===== src/rtl/irq_take_arbiter.sv =====
module irq_take_arbiter #(
  parameter int unsigned NCAUSE = 32
) (
  input  logic                      clk,
  input  logic                      rst_n,
  input  logic [NCAUSE-1:0]         irq_pend,
  input  logic [NCAUSE-1:0]         irq_en,
  input  logic [NCAUSE-1:0]         irq_deleg,
  input  logic [1:0]                cur_priv,
  input  logic                      m_glob_en,
  input  logic                      s_glob_en,
  input  logic                      xret_strobe,
  input  logic                      csr_wr_strobe,
  output logic                      take_valid,
  output logic [$clog2(NCAUSE)-1:0] take_cause,
  output logic                      take_smode
);
  localparam int unsigned CW = $clog2(NCAUSE);
  localparam int unsigned PLAT_BASE = 16;
  localparam int unsigned NSTD = 7;
  localparam int unsigned RANK [NSTD] = '{11, 3, 7, 9, 1, 5, 13};

  function automatic logic [CW:0] pick(input logic [NCAUSE-1:0] v);
    logic [CW:0] r;
    r = '0;
    for (int k = NSTD - 1; k >= 0; k--)
      if (v[RANK[k]]) r = {1'b1, CW'(RANK[k])};
    for (int i = NCAUSE - 1; i >= PLAT_BASE; i--)
      if (v[i]) r = {1'b1, CW'(i)};
    return r;
  endfunction

  logic [NCAUSE-1:0] m_vec, s_vec;
  logic [CW:0]       m_sel, s_sel;
  logic              m_ok, s_ok, m_fire, s_fire, stale;

  assign m_vec  = irq_pend & irq_en & ~irq_deleg;
  assign s_vec  = irq_pend & irq_en & irq_deleg;
  assign m_sel  = pick(m_vec);
  assign s_sel  = pick(s_vec);
  assign m_ok   = (cur_priv == 2'b11) ? m_glob_en : 1'b1;
  assign s_ok   = (cur_priv == 2'b00) || ((cur_priv == 2'b01) && s_glob_en);
  assign m_fire = m_sel[CW] && m_ok;
  assign s_fire = s_sel[CW] && s_ok;
  assign stale  = xret_strobe || csr_wr_strobe;

  always_ff @(posedge clk) begin
    if (!rst_n || stale) begin
      take_valid <= 1'b0;
      take_cause <= '0;
      take_smode <= 1'b0;
    end else if (m_fire) begin
      take_valid <= 1'b1;
      take_cause <= m_sel[CW-1:0];
      take_smode <= 1'b0;
    end else if (s_fire) begin
      take_valid <= 1'b1;
      take_cause <= s_sel[CW-1:0];
      take_smode <= 1'b1;
    end else begin
      take_valid <= 1'b0;
      take_cause <= '0;
      take_smode <= 1'b0;
    end
  end

  p_idle_zero_r9: assert property (@(posedge clk) disable iff (!rst_n)
    !take_valid |-> (take_cause == '0) && !take_smode);

  p_strobe_quiet_r8: assert property (@(posedge clk) disable iff (!rst_n)
    (xret_strobe || csr_wr_strobe) |=> !take_valid);

  p_mmode_no_s_r7: assert property (@(posedge clk) disable iff (!rst_n)
    (cur_priv == 2'b11) |=> !take_smode);

  p_gate_off_r3: assert property (@(posedge clk) disable iff (!rst_n)
    (cur_priv == 2'b11 && !m_glob_en) |=> !take_valid);

  p_m_qualified_r2: assert property (@(posedge clk) disable iff (!rst_n)
    (take_valid && !take_smode) |->
      ((($past(irq_pend & irq_en & ~irq_deleg)) >> take_cause) & NCAUSE'(1)) != '0);

  p_s_qualified_r7: assert property (@(posedge clk) disable iff (!rst_n)
    take_smode |->
      ((($past(irq_pend & irq_en & irq_deleg)) >> take_cause) & NCAUSE'(1)) != '0);
endmodule


===== config.mk =====
export PLATFORM = sky130hd
export DESIGN_NAME = irq_take_arbiter
export DESIGN_NICKNAME = d
export VERILOG_FILES = /design/src/rtl/irq_take_arbiter.sv
export SDC_FILE = /design/constraint.sdc
export NUM_CORES = 1
export LEC_CHECK = 0
export ABC_CLOCK_PERIOD_IN_PS = 1700
export BUFFER_PORTS_ARGS = -buffer_cell sky130_fd_sc_hd__buf_2
export CELL_PAD_IN_SITES_DETAIL_PLACEMENT = 0
export CELL_PAD_IN_SITES_GLOBAL_PLACEMENT = 2
export CORE_MARGIN = 5
export CORE_UTILIZATION = 15
export CTS_BUF_LIST = sky130_fd_sc_hd__clkbuf_8
export CTS_CLUSTER_SIZE = 28
export DETAILED_ROUTE_END_ITERATION = 16
export PLACE_DENSITY = 0.82
export SETUP_SLACK_MARGIN = 0.15
export SYNTH_ARGS = -nofsm -noshare
export SYNTH_HDL_FRONTEND = slang
export SYNTH_SLANG_ARGS = --single-unit

===== constraint.sdc =====
create_clock -name clk -period 1.7 [get_ports clk]
set_input_delay 0.34 -clock clk [delete_from_list [all_inputs] [get_ports clk]]
set_output_delay 0.34 -clock clk [all_outputs]
set_load 0.05 [all_outputs]

After elaboration in Yosys (flattened, before gate mapping)
Index checks and enable logic that the tools add are counted.
Word-level totals
  logic and storage cells: 69
  flip-flop bits (word level): 7
  input port bits: 104
  output and inout port bits: 7
Operators by class
  eq/ne operators: 2
  mux-type cells: 51
  reduce and logical (&&, ||, !) cells: 9
  bitwise gates (word level): 4
Operator list (number)
  $mux 6: 46
  $and 32x32->32: 3
  $not 32->32: 1
  $mux 5: 2
  $logic_and 1x1->1: 3
  $logic_or 1x1->1: 3
  $mux 1: 3
  $eq 2x1->1 const B: 1
  $eq 2x2->1 const B: 1
  $logic_not 2->1: 1
  $reduce_or 2->1: 1
  $logic_not 1->1: 1

Logic depth before layout (Yosys ltp)
  depth in word-level cells: 28
  depth in mapped cells: 6
  depth with buffers taken out: 6

Worst setup path after synthesis
Ideal clock, no wire load.
  path type: input-to-reg
  from: in irq_en[18]
  to: reg take_cause[3]
  required time: 1.634 ns
  stages on the path: 6
  data arrival time: 1.766 ns
  setup time: 0.066 ns
  path buffers: 0
  slack: -0.132 ns
  path through: and3b_1 > or4_4 > nor4_4 > a21oi_2 > a311o_1 > a21oi_2
Between the ends
  longest elaborated chain between the ends: 8
  elaborated cells between the ends (all ways): 13
  classes of those cells: mux (8); bitwise (3); reduce/logical (2)
Ends and longest elaborated chain
  from (decl): RTL line 7  | input logic [NCAUSE-1:0] irq_en,
  $and 32x32->32 (*): RTL line 37, 38
  $and 32x32->32: RTL line 38  | assign s_vec = irq_pend & irq_en & irq_deleg;
  $mux 6 (3 in series): RTL line 29  | if (v[i]) r = {1'b1, CW'(i)};
  $logic_and 1x1->1: RTL line 44  | assign s_fire = s_sel[CW] && s_ok;
  $mux 5: RTL line 56  | end else if (s_fire) begin
  $mux 5 (*): RTL line 52  | end else if (m_fire) begin
  to (signal assigned): RTL line 54  | take_cause <= m_sel[CW-1:0];
  to (signal assigned): RTL line 58  | take_cause <= s_sel[CW-1:0];
  to (decl): RTL line 15  | output logic [$clog2(NCAUSE)-1:0] take_cause,
Every way passes the cells marked *; elsewhere a longest branch is shown, timed or not.
A chain may end at the register's enable or synchronous reset.

Worst setup path after layout
  from: in irq_pend[19]
  to: reg take_cause[3]
Between the ends
  longest elaborated chain between the ends: 9
  elaborated cells between the ends (all ways): 15
  classes of those cells: mux (10); bitwise (3); reduce/logical (2)
Ends and longest elaborated chain
  from (decl): RTL line 6  | input logic [NCAUSE-1:0] irq_pend,
  $and 32x32->32 (*): RTL line 37, 38
  $and 32x32->32: RTL line 38
  $mux 6 (4 in series): RTL line 29
  $logic_and 1x1->1: RTL line 44
  $mux 5: RTL line 56
  $mux 5 (*): RTL line 52
Marked as above.

==> flow_metrics.py <==
metrics = {
    "run_status": {
        "status": "complete, but fails checks",
        "violations": "negative setup slack",
    },
    "sta": {
        "hold_viol": 0,
        "slew_viol_final": 0,
        "fin_crit_ns": 1.84,
        "tns_ns": -0.404,
        "setup_slack_ns": -0.139,
        "timing.final.crit_share": 1.08,
        "relSlewSlack": 0.705,
        "setup_violations": 5,
        "worstMarginPinSlew_ns": 0.442,
        "rsz0062_at_grt": "true",
        "fmax_mhz": 544,
    },
    "power": {
        "total_power_mw": 0.923,
        "ir_drop_v": 0.000174,
        "leakagePower_nw": 1.13,
        "cellPowerDensity_mw_per_mm2": 409,
    },
    "setup_path": {
        "path_max_fanout": 3,
        "slowest_delay_ns": 0.54,
        "critPathArrivalTime_ns": 2.00,
        "cpMostUsedCell": "a21oi_2",
        "criticalPathCategory": "primary input to flip-flop",
        "cpMaxStageDelayCell": "or4_4",
        "start_kind": "primary input",
        "endpoint_kind": "flip-flop",
        "critPathLaunch": "irq_pend[19]",
        "crit_chain": "buf_6 > and3b_2 > or4_4 > nor4_4 > buf_4 > a21oi_2 > a311o_1 > a21oi_2",
        "crit_required_ns": 1.86,
    },
    "synthesis": {
        "synth-main-ff-cell": "dfxtp_1",
        "syn_area_per_cell_sq_um": 6.86,
        "netlist_instances": 166,
        "syn_nets": 270,
        "ys_seq_area_frac": 0.123,
        "yosysUniqueCellTypes": 41,
        "synth_edf_count": 0,
        "syn_area_sq_mm": 0.00114,
        "ys_seq_elements": 7,
        "synth_area_leader_cell": "dfxtp_1",
        "ys_warn_count": 0,
        "async_reset_ff_frac": 0,
        "synthTopCellsByArea": "dfxtp_1 12%, nand3b_1 12%, nand3_1 11%, nand2_1 6.6%, and3b_1 6.2%",
        "synth_top_area_frac": 0.123,
    },
    "finish": {
        "finalNonFillerCells": 412,
        "layout.area.seq_sq_um": 140,
        "nNetsFinal": 418,
        "diodes": 0,
        "fillers": 814,
        "multi_input_area_sq_mm": 0.00104,
        "layout-drive-gt1-share": 0.521,
        "final_util": 0.308,
        "syn_to_final_growth_pct": 98.4,
    },
    "job": {
        "cap_violations": 0,
    },
    "clock_network": {
        "cts_root_buf": "clkbuf_8",
        "postCtsHoldBufs": 0,
        "ctsHtreeMaxLevel": 1,
        "cts_tree": "yes",
        "clock_path_buffers": 2,
        "path_clk_slew_ns": 0.04,
        "numClockSinks": 7,
        "cts-buffers-inserted": 3,
    },
    "routing": {
        "wl_mm": 5.08,
        "drt_first_iter_violations": 40,
        "dr.pass1.iters": 4,
        "route.detailed.drc": 0,
        "avgRoutedWirePerCell_um": 12.3,
        "viasPerCell": 4.43,
        "antenna_left": 0,
        "vias": 1827,
    },
    "floorplanning": {
        "initial_utilization": 0.155,
        "die_h_um": 97.1,
        "dieArea_sq_mm": 0.00943,
        "core_sq_mm": 0.00733,
        "die_x_um": 97.1,
        "rows": 31,
        "ioPinCount": 111,
    },
    "placement": {
        "dp.final_hpwl_mm": 4.54,
        "numPlacedInstances": 403,
        "numPortBuffers": 83,
        "routabilityCongestion": 0.836,
    },
    "worst_hold_path": {
        "whs_endpoint": "take_cause[3]$_SDFF_PP0_",
        "whs_path_depth": 4,
        "worstHoldPathType": "primary input to flip-flop",
        "hold_start": "rst_n",
    },
    "global_route": {
        "grt_pass1_vias": 1930,
        "grt_pass1_wl_mm": 8.30,
        "grt_use_met3": 0.0323,
        "grt-ovfl-total": 0,
        "grt_antenna_before_repair": 0,
        "use_met1": 0.128,
        "grt.total_usage": 0.102,
        "use_met2": 0.178,
        "grt_busiest_layer": "met2",
        "grt_max_degree": 5,
    },
}
-- critical path, delay by kind of cell --
family / cells / cell delay, ns
and+or+nand+nor: 3 / 0.92
AOI/OAI and AO/OA: 3 / 0.48
buffers and inverters: 2 / 0.26
-- logic make-up (layout without fill, tap and decap cells) --
family	count (synthesis)	in the layout	share of synthesized area
flops	7	7	0.123
compound gates	42	42	0.262
buf+inv	2	149	0.00660
simple gates	115	115	0.609
-- metal layers --
metal / up-vias / part of all wire
li1: 962 / -
met1: 807 / 0.46
met2: 56 / 0.47
met3: 2 / 0.070
met4: 0 / 0.0047
met5: - / 0
-- placed cells by master, fill, tap and decap left out, drive strengths merged, types with 2 or more instances in the layout --
cell type / Yosys / layout
a31oi: 4 / 4
or3: 2 / 2
o2111ai: 2 / 2
clkbuf: 0 / 3
nor3: 2 / 2
nand4: 9 / 9
o21ai: 8 / 8
and3: 3 / 3
nor4: 2 / 2
nand2: 20 / 20
o221ai: 2 / 2
nor3b: 2 / 2
and2: 4 / 4
nor2: 11 / 11
nand3: 26 / 26
dfxtp: 7 / 7
a21oi: 7 / 7
o211ai: 6 / 6
inv: 2 / 3
o31ai: 3 / 3
buf: 0 / 143
nand3b: 18 / 18
nand4b: 2 / 2
nand2b: 3 / 3
o22ai: 2 / 2
and3b: 8 / 8
-- per-stage QoR --
stage | hold slack [ns] | instance area, sq um | worst slack [ns]
6_report | 0.485 | 2260 | -0.139
5_1_grt | 0.506 | 2260 | -0.172
4_1_cts | 0.498 | 2190 | -0.109
3_5_place_dp | 0.736 | 2090 | -0.403
3_3_place_gp | 0.732 | 2090 | -0.387
2_1_floorplan | 0.531 | 1140 | -0.132
-- worst max path at each step --
stage                                           to  slack [ns]  cells after the start
after global placement    take_cause[0]$_SDFF_PP0_       -0.39                      7
after detailed placement  take_cause[0]$_SDFF_PP0_       -0.40                      7
after global routing      take_cause[3]$_SDFF_PP0_       -0.17                      8
after floorplan           take_cause[3]$_SDFF_PP0_       -0.13                      6
after CTS                 take_cause[0]$_SDFF_PP0_       -0.11                      7
final                     take_cause[3]$_SDFF_PP0_       -0.14                      8
-- state kept, by name, indices dropped and copies added (netlist names) --
name	flops
take_cause	5
take_smode	1
take_valid	1
-- cells in the mapped netlist (2+ instances only) --
master     number
o211ai_1        6
o21ai_0         5
o221ai_1        2
and2_1          4
nand4_1         9
and3b_1         8
nand2_1        20
inv_1           2
a21oi_2         2
a31oi_1         4
o21ai_1         3
o22ai_1         2
nor3b_1         2
nand3_1        25
dfxtp_1         7
nand4b_1        2
a21oi_1         5
or3_1           2
o2111ai_1       2
o31ai_1         2
and3_1          3
nand3b_1       18
nand2b_1        3
nor2_1         11
-- power by group --
group	total [mW]	switching [mW]	internal, mW
logic	0.528	0.253	0.275
registers	0.173	0.00164	0.171
clock network	0.223	0.0674	0.156
total	0.923	0.322	0.601
-- timing repair --
| item | in CTS | in global routing |
|---|---|---|
| pin swaps | 3 | 2 |
| cloned | 0 | 0 |
| hold endpoints to repair | 0 | 0 |
| resized for setup | 9 | 9 |
| endpoints found under the setup margin | 7 | 7 |
| setup buffers | 2 | 3 |
-- layout make-up --
type,count,area share
Inverter,2,0.00332
Clock inverter,1,0.00166
Multi-Input combinational cell,157,0.459
Clock buffer,3,0.0183
Sequential cell,7,0.0620
Tap cell,99,0.0548
Timing Repair Buffer,143,0.401
Power figures use the tool's default switching activity.
